File: config.mk
export PLATFORM = sky130hd
export DESIGN_NAME = core_pwr_seq
export DESIGN_NICKNAME = d
export VERILOG_FILES = /design/src/rtl/core_pwr_seq.sv
export SDC_FILE = /design/constraint.sdc
export NUM_CORES = 1
export LEC_CHECK = 0
export BUFFER_PORTS_ARGS = -buffer_cell sky130_fd_sc_hd__buf_2
export CAP_MARGIN = 30
export CELL_PAD_IN_SITES_DETAIL_PLACEMENT = 0
export CELL_PAD_IN_SITES_GLOBAL_PLACEMENT = 1
export CORE_ASPECT_RATIO = 1.25
export CORE_MARGIN = 2
export CORE_UTILIZATION = 40
export CTS_CLUSTER_DIAMETER = 200
export DETAILED_ROUTE_END_ITERATION = 10
export PLACE_DENSITY = 0.8
export SYNTH_ARGS = -nofsm -noshare
export SYNTH_HDL_FRONTEND = slang
export SYNTH_SLANG_ARGS = --single-unit
File: constraint.sdc
create_clock -name clk -period 3.1 [get_ports clk]
set_input_delay 0.62 -clock clk [delete_from_list [all_inputs] [get_ports clk]]
set_output_delay 0.62 -clock clk [all_outputs]
set_load 0.02 [all_outputs]
File: src/rtl/core_pwr_seq.sv
module core_pwr_seq #(
  parameter int NCORE = 4,
  parameter int CYC_PER_US = 250,
  parameter int POLLS = 10,
  parameter logic [15:0] KEY = 16'h0B16,
  localparam int CW = (NCORE > 1) ? $clog2(NCORE) : 1
) (
  input  logic               clk,
  input  logic               rst_n,
  input  logic               key_wr,
  input  logic [15:0]        key_code,
  input  logic               key_set,
  input  logic               req_valid,
  input  logic [CW-1:0]      req_core,
  input  logic               req_on,
  input  logic               req_wait_idle,
  input  logic [NCORE-1:0]   pwr_ok,
  input  logic [NCORE-1:0]   pwr_ok2,
  input  logic [NCORE-1:0]   l1_ack,
  input  logic [NCORE-1:0]   core_idle,
  output logic [7*NCORE-1:0] core_ctl,
  output logic [NCORE-1:0]   l1_pdn,
  output logic               busy,
  output logic               done,
  output logic               err
);
  localparam int TMO = POLLS * CYC_PER_US;
  localparam int TW = $clog2(TMO + 1);
  localparam logic [6:0] OFF_WORD = 7'h32;

  typedef enum logic [4:0] {
    S_IDLE, S_ON_P1, S_ON_D1, S_ON_P2, S_ON_WP, S_ON_ISO, S_ON_L1, S_ON_WL1,
    S_ON_D2, S_ON_SRB, S_ON_CKI, S_ON_CLK, S_ON_RST,
    S_OF_WID, S_OF_ISO, S_OF_CKI, S_OF_SRB, S_OF_L1, S_OF_WL1, S_OF_RST,
    S_OF_CLK, S_OF_P1, S_OF_P2, S_OF_WP
  } st_t;

  st_t st;
  logic key_ok;
  logic [CW-1:0] sel;
  logic [TW-1:0] tcnt;
  logic [6:0] ctl [NCORE];
  logic both_on, both_off, dly_end, tmo_end, go;

  assign both_on  = pwr_ok[sel] & pwr_ok2[sel];
  assign both_off = ~pwr_ok[sel] & ~pwr_ok2[sel];
  assign dly_end  = tcnt == TW'(CYC_PER_US - 1);
  assign tmo_end  = tcnt == TW'(TMO - 1);
  assign go       = req_valid & key_ok & (st == S_IDLE);
  assign busy     = st != S_IDLE;

  for (genvar g = 0; g < NCORE; g++) begin : g_out
    assign core_ctl[g*7 +: 7] = ctl[g];
  end

  always_ff @(posedge clk or negedge rst_n)
    if (!rst_n) key_ok <= 1'b0;
    else if (key_wr) key_ok <= (key_code == KEY) & key_set;

  always_ff @(posedge clk or negedge rst_n) begin
    if (!rst_n) begin
      st <= S_IDLE;
      sel <= '0;
      tcnt <= '0;
      done <= 1'b0;
      err <= 1'b0;
      l1_pdn <= '1;
      for (int i = 0; i < NCORE; i++) ctl[i] <= OFF_WORD;
    end else begin
      done <= 1'b0;
      err <= 1'b0;
      case (st)
        S_IDLE: if (go) begin
          sel <= req_core;
          tcnt <= '0;
          st <= req_on ? S_ON_P1 : (req_wait_idle ? S_OF_WID : S_OF_ISO);
        end
        S_ON_P1: begin ctl[sel][2] <= 1'b1; st <= S_ON_D1; end
        S_ON_D1:
          if (dly_end) begin tcnt <= '0; st <= S_ON_P2; end
          else tcnt <= tcnt + 1'b1;
        S_ON_P2: begin ctl[sel][3] <= 1'b1; st <= S_ON_WP; end
        S_ON_WP:
          if (both_on) begin tcnt <= '0; st <= S_ON_ISO; end
          else if (tmo_end) begin err <= 1'b1; st <= S_IDLE; end
          else tcnt <= tcnt + 1'b1;
        S_ON_ISO: begin ctl[sel][1] <= 1'b0; st <= S_ON_L1; end
        S_ON_L1:  begin l1_pdn[sel] <= 1'b0; st <= S_ON_WL1; end
        S_ON_WL1:
          if (!l1_ack[sel]) begin tcnt <= '0; st <= S_ON_D2; end
          else if (tmo_end) begin err <= 1'b1; st <= S_IDLE; end
          else tcnt <= tcnt + 1'b1;
        S_ON_D2:
          if (dly_end) begin tcnt <= '0; st <= S_ON_SRB; end
          else tcnt <= tcnt + 1'b1;
        S_ON_SRB: begin ctl[sel][6] <= 1'b1; st <= S_ON_CKI; end
        S_ON_CKI: begin ctl[sel][5] <= 1'b0; st <= S_ON_CLK; end
        S_ON_CLK: begin ctl[sel][4] <= 1'b0; st <= S_ON_RST; end
        S_ON_RST: begin ctl[sel][0] <= 1'b1; done <= 1'b1; st <= S_IDLE; end
        S_OF_WID:
          if (core_idle[sel]) begin tcnt <= '0; st <= S_OF_ISO; end
          else if (tmo_end) begin err <= 1'b1; st <= S_IDLE; end
          else tcnt <= tcnt + 1'b1;
        S_OF_ISO: begin ctl[sel][1] <= 1'b1; st <= S_OF_CKI; end
        S_OF_CKI: begin ctl[sel][5] <= 1'b1; st <= S_OF_SRB; end
        S_OF_SRB: begin ctl[sel][6] <= 1'b0; st <= S_OF_L1; end
        S_OF_L1:  begin l1_pdn[sel] <= 1'b1; st <= S_OF_WL1; end
        S_OF_WL1:
          if (l1_ack[sel]) begin tcnt <= '0; st <= S_OF_RST; end
          else if (tmo_end) begin err <= 1'b1; st <= S_IDLE; end
          else tcnt <= tcnt + 1'b1;
        S_OF_RST: begin ctl[sel][0] <= 1'b0; st <= S_OF_CLK; end
        S_OF_CLK: begin ctl[sel][4] <= 1'b1; st <= S_OF_P1; end
        S_OF_P1:  begin ctl[sel][2] <= 1'b0; st <= S_OF_P2; end
        S_OF_P2:  begin ctl[sel][3] <= 1'b0; st <= S_OF_WP; end
        S_OF_WP:
          if (both_off) begin tcnt <= '0; done <= 1'b1; st <= S_IDLE; end
          else if (tmo_end) begin err <= 1'b1; st <= S_IDLE; end
          else tcnt <= tcnt + 1'b1;
        default: st <= S_IDLE;
      endcase
    end
  end
endmodule

; ---- Word-level counts from Yosys, hierarchy flattened
; Cells that the tools add are included.
[classes]
addsub = 1
magnitude_cmp = 4
eq_ne = 29
n_mux = 56
n_bitwise = 32
reduce_logical = 11
[op_table]
columns = op, n
row1 = case mux 28 bit (14 select lines), 1
row2 = bitwise AND 28 bit, 7
row3 = NOT 28 bit, 7
row4 = bitwise OR 28 bit, 7
row5 = case mux 5 bit (23 select lines), 1
row6 = demux 7 bit (select 2 bit), 7
row7 = two-way mux 12 bit, 8
row8 = case mux 12 bit (7 select lines), 1
row9 = two-way mux 5 bit, 10
row10 = "equality test 5 x 4 -> 1 bit, second input constant", 8
row11 = "equality test 5 bit, second input constant", 8
row12 = "equality test 5 x 3 -> 1 bit, second input constant", 4
row13 = "equality test 16 x 12 -> 1 bit, second input constant", 1
row14 = nonzero test 14 bit, 1
row15 = two-way mux 1 bit, 13
row16 = "adder 12 x 1 -> 12 bit, second input constant", 1
row17 = "equality test 12 bit, second input constant", 1
row18 = "equality test 12 x 8 -> 1 bit, second input constant", 1
row19 = "equality test 5 x 2 -> 1 bit, second input constant", 2
row20 = binary-select mux 1 bit (select 2 bit), 4
row21 = two-way mux 4 bit, 2
row22 = case mux 4 bit (2 select lines), 1
row23 = two-way mux 7 bit, 1
row24 = nonzero test 7 bit, 1
row25 = 25 further kinds, 35
[totals]
ff_bits = 54
input_bits = 41
wordCells = 144

; ---- Logic depth before layout (Yosys ltp)
[depth]
word_depth = 8
depth_mapped = 9
mapped_depth_nobuf = 8

; ---- Worst setup path before layout
; Ideal clock, no wire load.
[synth_timing]
path_type = input-to-reg
start = input pwr_ok2[3]
end = register st[1]
setup_time_ps = 162
arrival_time_ps = 2053
required_ps = 2938
path_slack_ps = 885
stages = 6
cell_sequence = mux4_2 -> or2_2 -> mux2_2 -> a31oi_1 -> a32o_1 -> o221ai_1
[synth_between]
elab_chain_len = 6
[synth_rtl]
columns = element, line_no
row1 = start: declaration, 18  ; input logic [NCORE-1:0] pwr_ok2,
row2 = binary-select mux 1 bit (select 2 bit) *, "45, 46"
row3 = two-way mux 1 bit (implied by the code) *, "45, 46"
row4 = NOT 1 bit, 46  ; assign both_off = ~pwr_ok[sel] & ~pwr_ok2[sel];
row5 = bitwise AND 1 bit, 46
row6 = two-way mux 5 bit, 117  ; if (both_off) begin tcnt <= '0; done <= 1'b1; st <= S_IDLE; end
row7 = case mux 5 bit (23 select lines) *, 72  ; case (st)
row8 = end signal: assignment, 76  ; st <= req_on ? S_ON_P1 : (req_wait_idle ? S_OF_WID : S_OF_ISO);
row9 = end: declaration, 38  ; st_t st;
; Every way passes the cells marked *; elsewhere a longest branch is shown, timed or not. The select of a mux whose other input is x is not followed.
; A chain may end at the register's enable or synchronous reset.

; ---- Final worst setup path
[layout_timing]
start = register st[1]
end = register tcnt[1]
[layout_between]
elab_chain_len = 4
[layout_rtl]
columns = element, line_no
row1 = equality test 5 x 4 -> 1 bit (tied with other cells), 72
row2 = OR reduction 2 bit (no line) or bitwise AND 1 bit (tied branches), n/a
row3 = nonzero test 7 bit (no line) or != test 2 bit (tied branches), n/a
row4 = AND reduction 2 bit (no line), n/a
row5 = end signal: assignment, 81  ; else tcnt <= tcnt + 1'b1;
row6 = end signal: assignment, 86  ; else tcnt <= tcnt + 1'b1;
row7 = end signal: assignment, 92  ; else tcnt <= tcnt + 1'b1;
row8 = end: declaration, 41  ; logic [TW-1:0] tcnt;
; Parallel ways exist; a longest one is shown, timed or not.

==> impl_summary.md <==
Layout
In the final layout, the share of cells above drive strength 1 is 27.96%. The count of fill cells added during filler insertion is 824. In the layout the commonest cells are sky130_fd_sc_hd__buf_2 (75), sky130_fd_sc_hd__o21ai_0 (66), sky130_fd_sc_hd__a21oi_1 (43), sky130_fd_sc_hd__dfrtp_1 (38), sky130_fd_sc_hd__nor2_1 (26). The number of inserted diodes is 0. Relative to the synthesized area, the layout overhead comes to 17.64%. The storage element area is 1371 um^2.

Summing all multi-input logic gate instances after layout gives 1837 um^2. After the last flow step, the layout net total stands at 507. The leading cell type in the layout, fill and taps excluded is sky130_fd_sc_hd__buf_2.

Synthesis
The mux share of post-synthesis cell area is 4.634%. Summing every instance area after synthesis gives 3348 um^2. The number of synthesized flops with an enable pin is 0. In this run, synthesis produced a sequential element count of 54. During synthesis, Yosys emitted a total of 0 warnings.

By area, the combinational part of the netlist is dominated by compound AO/OA/AOI/OAI gates. The main flop type after synthesis is sky130_fd_sc_hd__dfrtp_1. In the synthesized netlist the async set-or-reset flop fraction comes to 100.0%. Counting every net in the synthesized netlist gives 433. After Yosys synthesis, XOR and XNOR cells account for 0.5232% of the synthesized area.

In this run, distinct cell masters in the synthesized netlist total 59. The fraction of the mapped netlist area in adder cells is 0.7474%. The share of the synthesized area in compound gates (AO/OA/AOI/OAI) is 26.72%.

After synthesis, the mean cell area works out to 8.585 um^2. Synthesis handed over a netlist of 390 instances. The register area share after synthesis is 40.96%.

After Yosys synthesis, and, or, nand and nor cells account for 22.23% of the synthesized area.

Detailed routing
The vias after detailed routing is 3394. The remaining antenna violation count is 0. The first routing iteration left 208 violations. Using the TritonRoute via totals, the vias-per-cell ratio works out to 6.039. After detailed routing, the average wire length per cell comes to 17.73 um. The first detailed-routing pass ran for 9 iterations. The total wire length after detailed routing is 9963 um. In the routed design, unresolved DRC markers number 6.

Worst setup path
Data arrives at the worst endpoint at 2.80 ns. STA classifies the critical path endpoint as a flip-flop. The flop-to-flop setup slack is 0.54 ns. The critical path goes through nand2b_1 -> nor3_1 -> a211oi_2 -> nand3_2 -> nand2_1 -> o2bb2ai_1.

Data on the critical path is required at its endpoint by 3.34 ns. Of all nets on the critical path, the largest fanout is 21. The longest individual stage delay on the worst path is 0.75 ns. The worst setup path is of the flip-flop to flip-flop kind. The nature of the critical path startpoint is a flip-flop. The library cell contributing the largest single delay on the critical path is sky130_fd_sc_hd__dfrtp_1.

Floorplan
The core footprint is 8194 um^2. The floorplan has 37 rows. From left edge to right edge, the die measures 85.83 um. For this design the top-level I/O count stands at 76. The starting density of the core is 40.86%. The overall die area is 9123 um^2.

The floorplan step set the die height to 106.3 um.

Clock network
The buffer count from post-CTS setup fixing is 0. TritonCTS built the clock tree. For the worst-skew pair, the clock arrives at the later sink with an insertion delay of 0.32 ns. The quantity of hold-fixing buffers added after cts is 0. For this design, the sink count on the clock tree is 54. Once the clock tree was built, the resizer swapped 0 gates to a different size. The clock transition time at the flip-flop clock pins of the worst setup and hold paths is 0.11 ns.

In this run the deepest clock path goes through 2 buffers. The clock root buffer is sky130_fd_sc_hd__clkbuf_8. Buffers inserted during clock tree synthesis total 5.

The CTS H-tree depth is 2.

Timing
The post-layout minimum cycle time is 2.561 ns. The number of hold-slack violations in the final timing report is 0. The fmax is 390.4 MHz. For the pin with the worst max-slew slack, the measured transition is 0.9567 ns. The total count of max-transition violations in the final report is 0.

For the final routed database, the setup TNS stands at 0 ns. Setup repair after global routing left no endpoint under its margin. The final cycle utilization of the critical path is 82.63%. Setup violations remaining at the end of the flow were counted as 0. The final setup skew is 0.01084 ns. Measured against its own limit, the worst slew margin works out to 35.41%.

Place
The count of buffers from port buffering is 75. The routability congestion estimate from global placement is 0.8691. The half-perimeter wire length after detailed placement is 7480 um.

Global route
The global-route wire length before repair is 16420 um. The initial antenna violation count came to 0. The global routing met2 resource utilization is 40.68%. The layer flagged by global routing as most heavily used is met2. The overflow left after global routing is 0. Entering global routing, the biggest net connects 25 pins. The met1 track demand over resource in global routing is 26.79%. The met3 track demand over resource is 3.183%. The via count of the first global-routing pass is 3352. The global-route total usage across every layer is 22.57%.

Run
The number of maximum-capacitance violations is 0.

Worst hold path
The min-delay analysis places its worst path in the category primary input to async pin.

Status
The flow ran to the end, but the final reports show violations. The checks that failed: design-rule violations.

Power
VDD sags by at most 0.3998 mV. Overall power consumption after layout is estimated at 3.091 mW. The leakage power is 1.593 nW. The power density normalized to cell area is 784.7 nW/um^2.
[sequential cells by signal, indices dropped and copies added, names as in the netlist, named ones only]
| name | count |
|---|---|
| core_ctl | 28 |
| sel | 2 |
| tcnt | 12 |
| err | 1 |
| key_ok | 1 |
| st | 5 |
| done | 1 |
[cell usage after synthesis, types with 4 or more instances]
cell type / number / area (um^2)
sky130_fd_sc_hd__mux4_2: 4 / 90.09
sky130_fd_sc_hd__nand2_1: 23 / 86.33
sky130_fd_sc_hd__dfstp_2: 16 / 420.4
sky130_fd_sc_hd__dfrtp_1: 38 / 950.9
sky130_fd_sc_hd__nand3_1: 19 / 95.09
sky130_fd_sc_hd__inv_1: 7 / 26.28
sky130_fd_sc_hd__and2_1: 4 / 25.02
sky130_fd_sc_hd__nand4_1: 5 / 31.28
sky130_fd_sc_hd__nor2b_1: 9 / 56.30
sky130_fd_sc_hd__mux2_2: 4 / 45.04
sky130_fd_sc_hd__or3_1: 4 / 25.02
sky130_fd_sc_hd__a31oi_1: 13 / 81.33
sky130_fd_sc_hd__o22ai_1: 5 / 31.28
sky130_fd_sc_hd__a21oi_1: 43 / 215.2
sky130_fd_sc_hd__nand2b_1: 9 / 56.30
sky130_fd_sc_hd__nor2_1: 26 / 97.59
sky130_fd_sc_hd__nand3b_1: 5 / 37.54
sky130_fd_sc_hd__nor3_1: 13 / 65.06
sky130_fd_sc_hd__clkbuf_1: 15 / 56.30
sky130_fd_sc_hd__o21ai_0: 66 / 330.3
[per-stage QoR]
step	instance area, um^2	hold slack (ns)	utilization, %	instances	worst slack [ns]
3_5_place_dp	3840	0.4895	46.86	554	0.5670
2_1_floorplan	3348	0.3244	-	390	0.8853
3_3_place_gp	3840	0.4807	46.86	554	0.6210
4_1_cts	3939	0.2460	48.07	562	0.5609
6_report	3939	0.2398	48.07	562	0.5386
5_1_grt	3939	0.2640	48.07	562	0.3096
[critical path, delay by kind of cell (launching register included)]
family | cells | cell delay [ns]
simple gates | 4 | 1.38
compound gates | 2 | 0.36
flops | 1 | 0.75
[routing by layer]
layer	vias up	share of wire, %
met5	-	0
met4	0	2.6
met3	25	4.7
met2	123	53
met1	1645	40
li1	1601	-
[worst paths after layout]
kind | depth (start not counted) | end | from
min in group clk | 2 | key_ok | key_wr
setup / recovery | 6 | tcnt[1] | st[1]
hold reg to reg | 2 | flip-flop | flip-flop
max in group asynchronous | 2 | async pin | rst_n
setup reg to reg | 6 | tcnt[1] | st[1]
hold / removal | 1 | core_ctl[21] | rst_n
[logic make-up (layout without fill, tap and decap cells)]
kind of cell             count (synthesis)  in the layout
flip-flops                              54             54
XOR/XNOR                                 2              2
buffers and inverters                   30            105
multiplexers                            10             10
adder cells (fa/ha/maj)                  2              2
AO/OA/AOI/OAI                          154            154
AND/OR/NAND/NOR                        138            138
[area by class of cell]
| class | count | area share (%) |
|---|---|---|
| Clock buffer | 6 | 2.097 |
| Clock inverter | 2 | 0.4130 |
| Inverter | 8 | 0.7624 |
| Multi-Input combinational cell | 306 | 46.63 |
| Sequential cell | 54 | 34.82 |
| Tap cell | 97 | 3.081 |
| Timing Repair Buffer | 89 | 12.20 |
[where the power goes]
group,total (mW),internal (mW),leakage (nW),switching [mW]
Sequential,1.01,0.838,0.611,0.176
Clock,0.436,0.185,0.0478,0.251
Combinational,1.64,0.592,0.934,1.05
(Power assumes the default switching activity.)
